[src/rtl/sram_cyc_pkg.sv]
package sram_cyc_pkg;

  typedef enum logic [2:0] {
    ST_IDLE     = 3'd0,
    ST_SETUP    = 3'd1,
    ST_RD_ACC   = 3'd2,
    ST_WR_OPEN  = 3'd3,
    ST_WR_DRIVE = 3'd4,
    ST_RECOV    = 3'd5
  } cyc_state_e;

  typedef struct packed {
    logic en_n;
    logic en;
    logic oe_n;
    logic we_n;
    logic drv;
  } mem_ctl_t;

  localparam mem_ctl_t CTL_QUIET = '{en_n: 1'b1, en: 1'b0, oe_n: 1'b1, we_n: 1'b1, drv: 1'b0};

  function automatic int cycles_for(int span_ps, int clk_ps);
    int c;
    c = (span_ps + clk_ps - 1) / clk_ps;
    return (c < 1) ? 1 : c;
  endfunction

  function automatic int max3(int a, int b, int c);
    int m;
    m = (a > b) ? a : b;
    return (m > c) ? m : c;
  endfunction

endpackage

[src/rtl/sram_cyc_fsm.sv]
module sram_cyc_fsm
  import sram_cyc_pkg::*;
#(
  parameter int ACC_CYC  = 2,
  parameter int WDRV_CYC = 1,
  parameter int CNT_W    = 2
) (
  input  logic     clk,
  input  logic     rst_n,
  input  logic     req_valid,
  input  logic     req_write,
  output logic     ready,
  output logic     accept,
  output logic     capture,
  output mem_ctl_t ctl
);

  cyc_state_e       state_q, state_d;
  logic [CNT_W-1:0] cnt_q, cnt_d;
  logic             wr_q, wr_d;
  mem_ctl_t         ctl_q, ctl_d;

  assign ready  = (state_q == ST_IDLE);
  assign accept = ready & req_valid;
  assign ctl    = ctl_q;

  always_comb begin
    state_d = state_q;
    cnt_d   = cnt_q;
    wr_d    = wr_q;
    capture = 1'b0;
    case (state_q)
      ST_IDLE: begin
        if (req_valid) begin
          state_d = ST_SETUP;
          wr_d    = req_write;
        end
      end
      ST_SETUP: begin
        if (wr_q) begin
          state_d = ST_WR_OPEN;
        end else begin
          state_d = ST_RD_ACC;
          cnt_d   = CNT_W'(ACC_CYC - 1);
        end
      end
      ST_RD_ACC: begin
        if (cnt_q == '0) begin
          capture = 1'b1;
          state_d = ST_RECOV;
        end else begin
          cnt_d = cnt_q - CNT_W'(1);
        end
      end
      ST_WR_OPEN: begin
        state_d = ST_WR_DRIVE;
        cnt_d   = CNT_W'(WDRV_CYC - 1);
      end
      ST_WR_DRIVE: begin
        if (cnt_q == '0) begin
          state_d = ST_RECOV;
        end else begin
          cnt_d = cnt_q - CNT_W'(1);
        end
      end
      ST_RECOV: state_d = ST_IDLE;
      default:  state_d = ST_IDLE;
    endcase
  end

  // Strobes are decoded from the next state and registered, so every
  // memory control pin comes straight from a flop.
  always_comb begin
    ctl_d = CTL_QUIET;
    case (state_d)
      ST_RD_ACC: begin
        ctl_d.en_n = 1'b0;
        ctl_d.en   = 1'b1;
        ctl_d.oe_n = 1'b0;
      end
      ST_WR_OPEN: begin
        ctl_d.en_n = 1'b0;
        ctl_d.en   = 1'b1;
        ctl_d.we_n = 1'b0;
      end
      ST_WR_DRIVE: begin
        ctl_d.en_n = 1'b0;
        ctl_d.en   = 1'b1;
        ctl_d.we_n = 1'b0;
        ctl_d.drv  = 1'b1;
      end
      default: ctl_d = CTL_QUIET;
    endcase
  end

  always_ff @(posedge clk or negedge rst_n) begin
    if (!rst_n) begin
      state_q <= ST_IDLE;
      cnt_q   <= '0;
      wr_q    <= 1'b0;
      ctl_q   <= CTL_QUIET;
    end else begin
      state_q <= state_d;
      cnt_q   <= cnt_d;
      wr_q    <= wr_d;
      ctl_q   <= ctl_d;
    end
  end

endmodule

[src/rtl/sram_cyc_dp.sv]
module sram_cyc_dp #(
  parameter int ADDR_W = 17,
  parameter int DATA_W = 8
) (
  input  logic              clk,
  input  logic              rst_n,
  input  logic              accept,
  input  logic              capture,
  input  logic [ADDR_W-1:0] req_addr,
  input  logic [DATA_W-1:0] req_wdata,
  input  logic [DATA_W-1:0] mem_dq_i,
  output logic [ADDR_W-1:0] mem_addr,
  output logic [DATA_W-1:0] mem_dq_o,
  output logic [DATA_W-1:0] rd_data,
  output logic              rd_valid
);

  logic [ADDR_W-1:0] addr_q;
  logic [DATA_W-1:0] wdat_q;
  logic [DATA_W-1:0] rdat_q;
  logic              rvld_q;

  // Address and write data load only on acceptance, which happens while
  // every strobe is inactive.
  always_ff @(posedge clk or negedge rst_n) begin
    if (!rst_n) begin
      addr_q <= '0;
      wdat_q <= '0;
    end else if (accept) begin
      addr_q <= req_addr;
      wdat_q <= req_wdata;
    end
  end

  always_ff @(posedge clk or negedge rst_n) begin
    if (!rst_n) begin
      rdat_q <= '0;
    end else if (capture) begin
      rdat_q <= mem_dq_i;
    end
  end

  always_ff @(posedge clk or negedge rst_n) begin
    if (!rst_n) begin
      rvld_q <= 1'b0;
    end else begin
      rvld_q <= capture;
    end
  end

  assign mem_addr = addr_q;
  assign mem_dq_o = wdat_q;
  assign rd_data  = rdat_q;
  assign rd_valid = rvld_q;

endmodule

[src/rtl/sram_cyc_ctrl.sv]
module sram_cyc_ctrl
  import sram_cyc_pkg::*;
#(
  parameter int ADDR_W    = 17,
  parameter int DATA_W    = 8,
  parameter int CLK_PS    = 8000,
  parameter int T_ACC_PS  = 10000,
  parameter int T_WP_PS   = 8000,
  parameter int T_DSU_PS  = 6000
) (
  input  logic              clk,
  input  logic              rst_n,
  input  logic              req_valid,
  output logic              req_ready,
  input  logic              req_write,
  input  logic [ADDR_W-1:0] req_addr,
  input  logic [DATA_W-1:0] req_wdata,
  output logic [DATA_W-1:0] rd_data,
  output logic              rd_valid,
  output logic [ADDR_W-1:0] mem_addr,
  output logic              mem_en_n,
  output logic              mem_en,
  output logic              mem_oe_n,
  output logic              mem_we_n,
  output logic [DATA_W-1:0] mem_dq_o,
  output logic              mem_dq_oe,
  input  logic [DATA_W-1:0] mem_dq_i
);

  localparam int ACC_CYC  = cycles_for(T_ACC_PS, CLK_PS);
  localparam int WP_CYC   = cycles_for(T_WP_PS, CLK_PS);
  localparam int DSU_CYC  = cycles_for(T_DSU_PS, CLK_PS);
  localparam int WDRV_CYC = max3(DSU_CYC, WP_CYC - 1, 1);
  localparam int CNT_MAX  = (ACC_CYC > WDRV_CYC) ? ACC_CYC : WDRV_CYC;
  localparam int CNT_W    = (CNT_MAX < 2) ? 1 : $clog2(CNT_MAX);

  // Reset asserts asynchronously and is released on a clock edge.
  logic rst_meta_q, rst_sync_q;
  always_ff @(posedge clk or negedge rst_n) begin
    if (!rst_n) begin
      rst_meta_q <= 1'b0;
      rst_sync_q <= 1'b0;
    end else begin
      rst_meta_q <= 1'b1;
      rst_sync_q <= rst_meta_q;
    end
  end

  logic     accept, capture;
  mem_ctl_t ctl;

  sram_cyc_fsm #(
    .ACC_CYC (ACC_CYC),
    .WDRV_CYC(WDRV_CYC),
    .CNT_W   (CNT_W)
  ) u_fsm (
    .clk      (clk),
    .rst_n    (rst_sync_q),
    .req_valid(req_valid),
    .req_write(req_write),
    .ready    (req_ready),
    .accept   (accept),
    .capture  (capture),
    .ctl      (ctl)
  );

  sram_cyc_dp #(
    .ADDR_W(ADDR_W),
    .DATA_W(DATA_W)
  ) u_dp (
    .clk      (clk),
    .rst_n    (rst_sync_q),
    .accept   (accept),
    .capture  (capture),
    .req_addr (req_addr),
    .req_wdata(req_wdata),
    .mem_dq_i (mem_dq_i),
    .mem_addr (mem_addr),
    .mem_dq_o (mem_dq_o),
    .rd_data  (rd_data),
    .rd_valid (rd_valid)
  );

  assign mem_en_n  = ctl.en_n;
  assign mem_en    = ctl.en;
  assign mem_oe_n  = ctl.oe_n;
  assign mem_we_n  = ctl.we_n;
  assign mem_dq_oe = ctl.drv;

endmodule

[config.mk]
export PLATFORM = sky130hd
export DESIGN_NAME = sram_cyc_ctrl
export DESIGN_NICKNAME = d
export VERILOG_FILES = /design/src/rtl/sram_cyc_pkg.sv /design/src/rtl/sram_cyc_fsm.sv /design/src/rtl/sram_cyc_dp.sv /design/src/rtl/sram_cyc_ctrl.sv
export SDC_FILE = /design/constraint.sdc
export NUM_CORES = 1
export LEC_CHECK = 0
export BUFFER_PORTS_ARGS = -buffer_cell sky130_fd_sc_hd__buf_2
export CAP_MARGIN = 20
export CORE_MARGIN = 2
export CORE_UTILIZATION = 46
export DETAILED_ROUTE_END_ITERATION = 10
export GPL_TIMING_DRIVEN = 0
export PLACE_DENSITY = 0.78
export SLEW_MARGIN = 15
export SYNTH_ARGS = -nofsm -noshare
export SYNTH_HDL_FRONTEND = slang
export SYNTH_SLANG_ARGS = --single-unit
[constraint.sdc]
create_clock -name clk -period 1.62 [get_ports clk]
set_clock_uncertainty 0.05 [all_clocks]
set_input_delay 0.324 -clock clk [delete_from_list [all_inputs] [get_ports clk]]
set_output_delay 0.324 -clock clk [all_outputs]
set_load 0.01 [all_outputs]
==> summary.md <==
| Metric | Value |
|---|---|
| Final instance count without filler cells | `262` |
| Post-layout nets | `250` |
| Number of warnings reported in the yosys synthesis log | `0` |
| Antenna violations before repair | `0` |
| Final critical path time including I/O delays and setup | `1.588 ns` |
| Number of buffers created by CTS | `5` |
| DRC | `0` |
| Maximum single-stage delay on the critical path | `0.37 ns` |
| Nature of the critical path startpoint | `flip-flop` |
| Final hold viol count | `0` |
| Area share of the leading cell type in the synthesized netlist | `60.52%` |
| Std-Cell Core Area | `3689 um2` |
| Final Slew Violations | `0` |
| WL final | `3.610 mm` |
| Register-to-register path setup slack | `0.03 ns` |
| FF-to-FF End | `u_dp.rd_data[7]` |
| Power density over the cells | `1955 nW/um2` |
| Weighted congestion at the end of routability-driven global placement | `0.7726` |
| Global routing usage on met1 | `20.34%` |
| Gate count after technology mapping | `118` |
| Gr usage total | `17.10%` |
| Post-Synthesis Cell Area | `1778 um2` |
| Number of standard-cell rows in the floorplan | `22` |
| Vertical die dimension | `66.17 um` |
| Max Clock Freq | `0.6296 GHz` |
| Static leakage | `0.001208 uW` |
| Placed Area | `2247 um2` |
| Input/output buffers | `76` |
| Average footprint of a synthesized cell | `15.07 um2` |
| Insertion delay to the later sink of the worst-skew pair | `0.29 ns` |
| Die area | `4378 um2` |
| Max_cap viols | `0` |
| Syn-to-layout area delta | `38.28%` |
| Distinct cell type count after synthesis | `28` |
| Syn nets | `155` |
| Average wire per cell in the routed design | `13.78 um` |
| Power after layout | `4806 uW` |
| Total congestion overflow | `0` |
| Sequential fraction of the synthesis area | `64.95%` |
| Maximum vdd drop | `0.0009914 V` |
| Sum of buffers and inverters on the critical path | `2` |
| Worst-path cell chain | `clkbuf_1, nor4b_4, buf_4, mux2_2` |
| Critical-path top delay cell | `sky130_fd_sc_hd__dfrtp_1` |
| Finish-stage setup viols | `0` |
| Data arrival time of the critical path | `1.71 ns` |
| CTS Root Cell | `sky130_fd_sc_hd__clkbuf_8` |
| Clock sinks | `46` |
| Fin area | `2459 um2` |
| Worst Setup End Kind | `flip-flop` |
| Number of vias in the routed layout | `1,265` |
| Antenna Diode Count | `0` |
| Violation count after the first detailed-routing iteration | `57` |
| Clock-pin slew on the worst setup and hold paths | `0.08 ns` |
| Number of instances in the placed design | `243` |
| Met3 routing resource usage after global routing | `5.622%` |
| Cell count of the worst reg-to-reg path | `4` |
| Critical path fanouts, max | `9` |
| Clk buf depth | `2` |
| Critical Setup Path Class | `flip-flop to flip-flop` |
| ANT nets after route | `0` |
| Worst slack after detailed placement | `-0.1001 ns` |
| Initial core utilization | `48.20%` |
| Most used routing layer | `met2` |
| Ports placed on the boundary | `77` |
| Number of vias per cell | `4.828` |
| Worst path top cell family by delay | `buffers and inverters` |
| Hpwl dp | `2.637 mm` |
| Cell accounting for the most synthesized area | `sky130_fd_sc_hd__dfrtp_1` |
| Register bit total from synthesis | `46` |
| Layout cells sized above 1 | `66.36%` |
| Area contributors post-synth | `sky130_fd_sc_hd__dfrtp_1, sky130_fd_sc_hd__mux2_2, sky130_fd_sc_hd__dfstp_2` |
| Number of iterations in the first detailed-routing pass | `3` |
| Vias in the first global route | `1,177` |
| Wire length of the first global-routing pass | `5.526 mm` |
| Worst-case setup margin in the final layout | `0.03174 ns` |
| Path category of the worst min-delay check | `flip-flop to asynchronous set/reset pin` |
| CTS tree | `built` |
| Crit share post-route | `98.04%` |
| Final hold slack | `0.1797 ns` |
| GR Layer Usage met2 | `30.00%` |
| Largest net degree at the start of global routing | `25` |
| Reg-to-Reg Start | `u_fsm.cnt_q` |
| Run status | `finished clean` |
| Number of levels the H-tree was split into | `2` |
| Die span in x | `66.17 um` |
| CP Data Required Time | `1.75 ns` |
-- through the flow --
step / TNS (ns) / util [%]
floorplan: 0 / -
global placement: -6.521 / 60.14
detailed placement: -1.736 / 60.92
CTS: -0.001677 / 64.76
global route: -0.1332 / 66.66
finish: 0 / 66.66
-- power breakdown --
part	leakage [uW]	switching, uW	internal [uW]
clock network	0.0000482	337	344
registers	0.000545	270	1710
logic	0.000614	987	1160
-- what timing repair did --
item / in CTS / in global routing
cloned: 1 / 1
pin swaps: 1 / 1
hold buffers: 1 / 0
setup buffers: 4 / 4
endpoints found under the setup margin: 22 / 35
hold endpoints to repair: 2 / 0
gates resized for setup: 3 / 12
-- metal layers --
metal,up-vias,wire length [um]
met5,-,0
met3,4,317
met2,63,1787
met4,0,34
li1,598,-
met1,600,1470
-- cell usage in the layout (no fill, tap or decap), drive strengths merged --
cell         Yosys  routed
nand3b           1       1
nor4b            1       1
clkbuf           3       9
nor3             2       2
dfrtp           43      43
nor2b            1       1
dlygate4sd3      0       1
nand3            1       1
o21a             1       1
o21bai           1       1
buf              4      92
and2             1       1
conb             1       1
a21oi            4       4
nor3b            1       1
a221oi           1       1
clkinv           0       1
a22o             1       1
mux2            34      34
o21ai            4       4
dfstp            3       3
inv              2       2
nor2             1       1
nand2            4       4
a211o            1       1
nand2b           2       2
-- flip-flops by register name, summed over array words and instances, names as in the netlist --
signal and count:
u_fsm.wr_q 1, u_fsm.ctl 5, u_dp.mem_addr 17, u_dp.mem_dq_o 8, u_dp.rd_valid 1, u_fsm.state_q 3
u_dp.rd_data 8, u_fsm.cnt_q 1, rst_sync_q 1, rst_meta_q 1
-- worst reg2reg max path, cell delays in order, from the launching register on --
cell	delay [ns]
sky130_fd_sc_hd__dfrtp_1	0.37
sky130_fd_sc_hd__clkbuf_1	0.22
sky130_fd_sc_hd__nor4b_4	0.30
sky130_fd_sc_hd__buf_4	0.20
sky130_fd_sc_hd__mux2_2	0.33
-- worst max path at each step --
stage	cells past startpoint	startpoint	end	slack, ns
3_5_place_dp	4	u_fsm.state_q[2]	u_dp.mem_addr[8]	-0.10
6_report	4	u_fsm.cnt_q	u_dp.rd_data[7]	0.03
2_1_floorplan	4	u_fsm.state_q[0]	u_dp.mem_addr[10]	0.10
5_1_grt	4	u_fsm.cnt_q	u_dp.rd_data[7]	-0.02
4_1_cts	4	u_fsm.state_q[0]	u_dp.rd_data[7]	-0.002
3_3_place_gp	0	rst_sync_q	u_dp.mem_dq_o[0]	-0.14
-- kinds of logic after synthesis --
logic type,synth area share [%]
flip-flops,64.95
multiplexers,21.53
AND/OR/NAND/NOR,5.700
AO/OA/AOI/OAI,4.575
buffers and inverters,3.026
other,0.2109
-- layout make-up --
type / instances / area, um2
Buffer: 7 / 57.56
Clock buffer: 7 / 86.33
Clock inverter: 1 / 5.005
Fill cell: 274 / 1230
Inverter: 2 / 7.507
Multi-Input combinational cell: 63 / 589.3
Sequential cell: 46 / 1156
Tap cell: 48 / 60.06
Timing Repair Buffer: 88 / 496.7
-- Yosys cell counts --
library cell and number:
sky130_fd_sc_hd__dfrtp_1 43, sky130_fd_sc_hd__mux2_2 34, sky130_fd_sc_hd__a21oi_1 4, sky130_fd_sc_hd__nand2_1 4, sky130_fd_sc_hd__o21ai_0 4, sky130_fd_sc_hd__clkbuf_1 3
sky130_fd_sc_hd__dfstp_2 3, sky130_fd_sc_hd__buf_6 2, sky130_fd_sc_hd__inv_1 2, sky130_fd_sc_hd__a211o_1 1, sky130_fd_sc_hd__a221oi_1 1, sky130_fd_sc_hd__a22o_1 1
sky130_fd_sc_hd__and2_1 1, sky130_fd_sc_hd__buf_2 1, sky130_fd_sc_hd__buf_4 1, sky130_fd_sc_hd__conb_1 1, sky130_fd_sc_hd__nand2b_1 1, sky130_fd_sc_hd__nand2b_4 1
sky130_fd_sc_hd__nand3_1 1, sky130_fd_sc_hd__nand3b_1 1, sky130_fd_sc_hd__nor2_1 1, sky130_fd_sc_hd__nor2b_1 1, sky130_fd_sc_hd__nor3_1 1, sky130_fd_sc_hd__nor3_4 1
sky130_fd_sc_hd__nor3b_1 1, sky130_fd_sc_hd__nor4b_1 1, sky130_fd_sc_hd__o21a_1 1, sky130_fd_sc_hd__o21bai_1 1
Note: power is estimated with default switching activity, not from simulation.
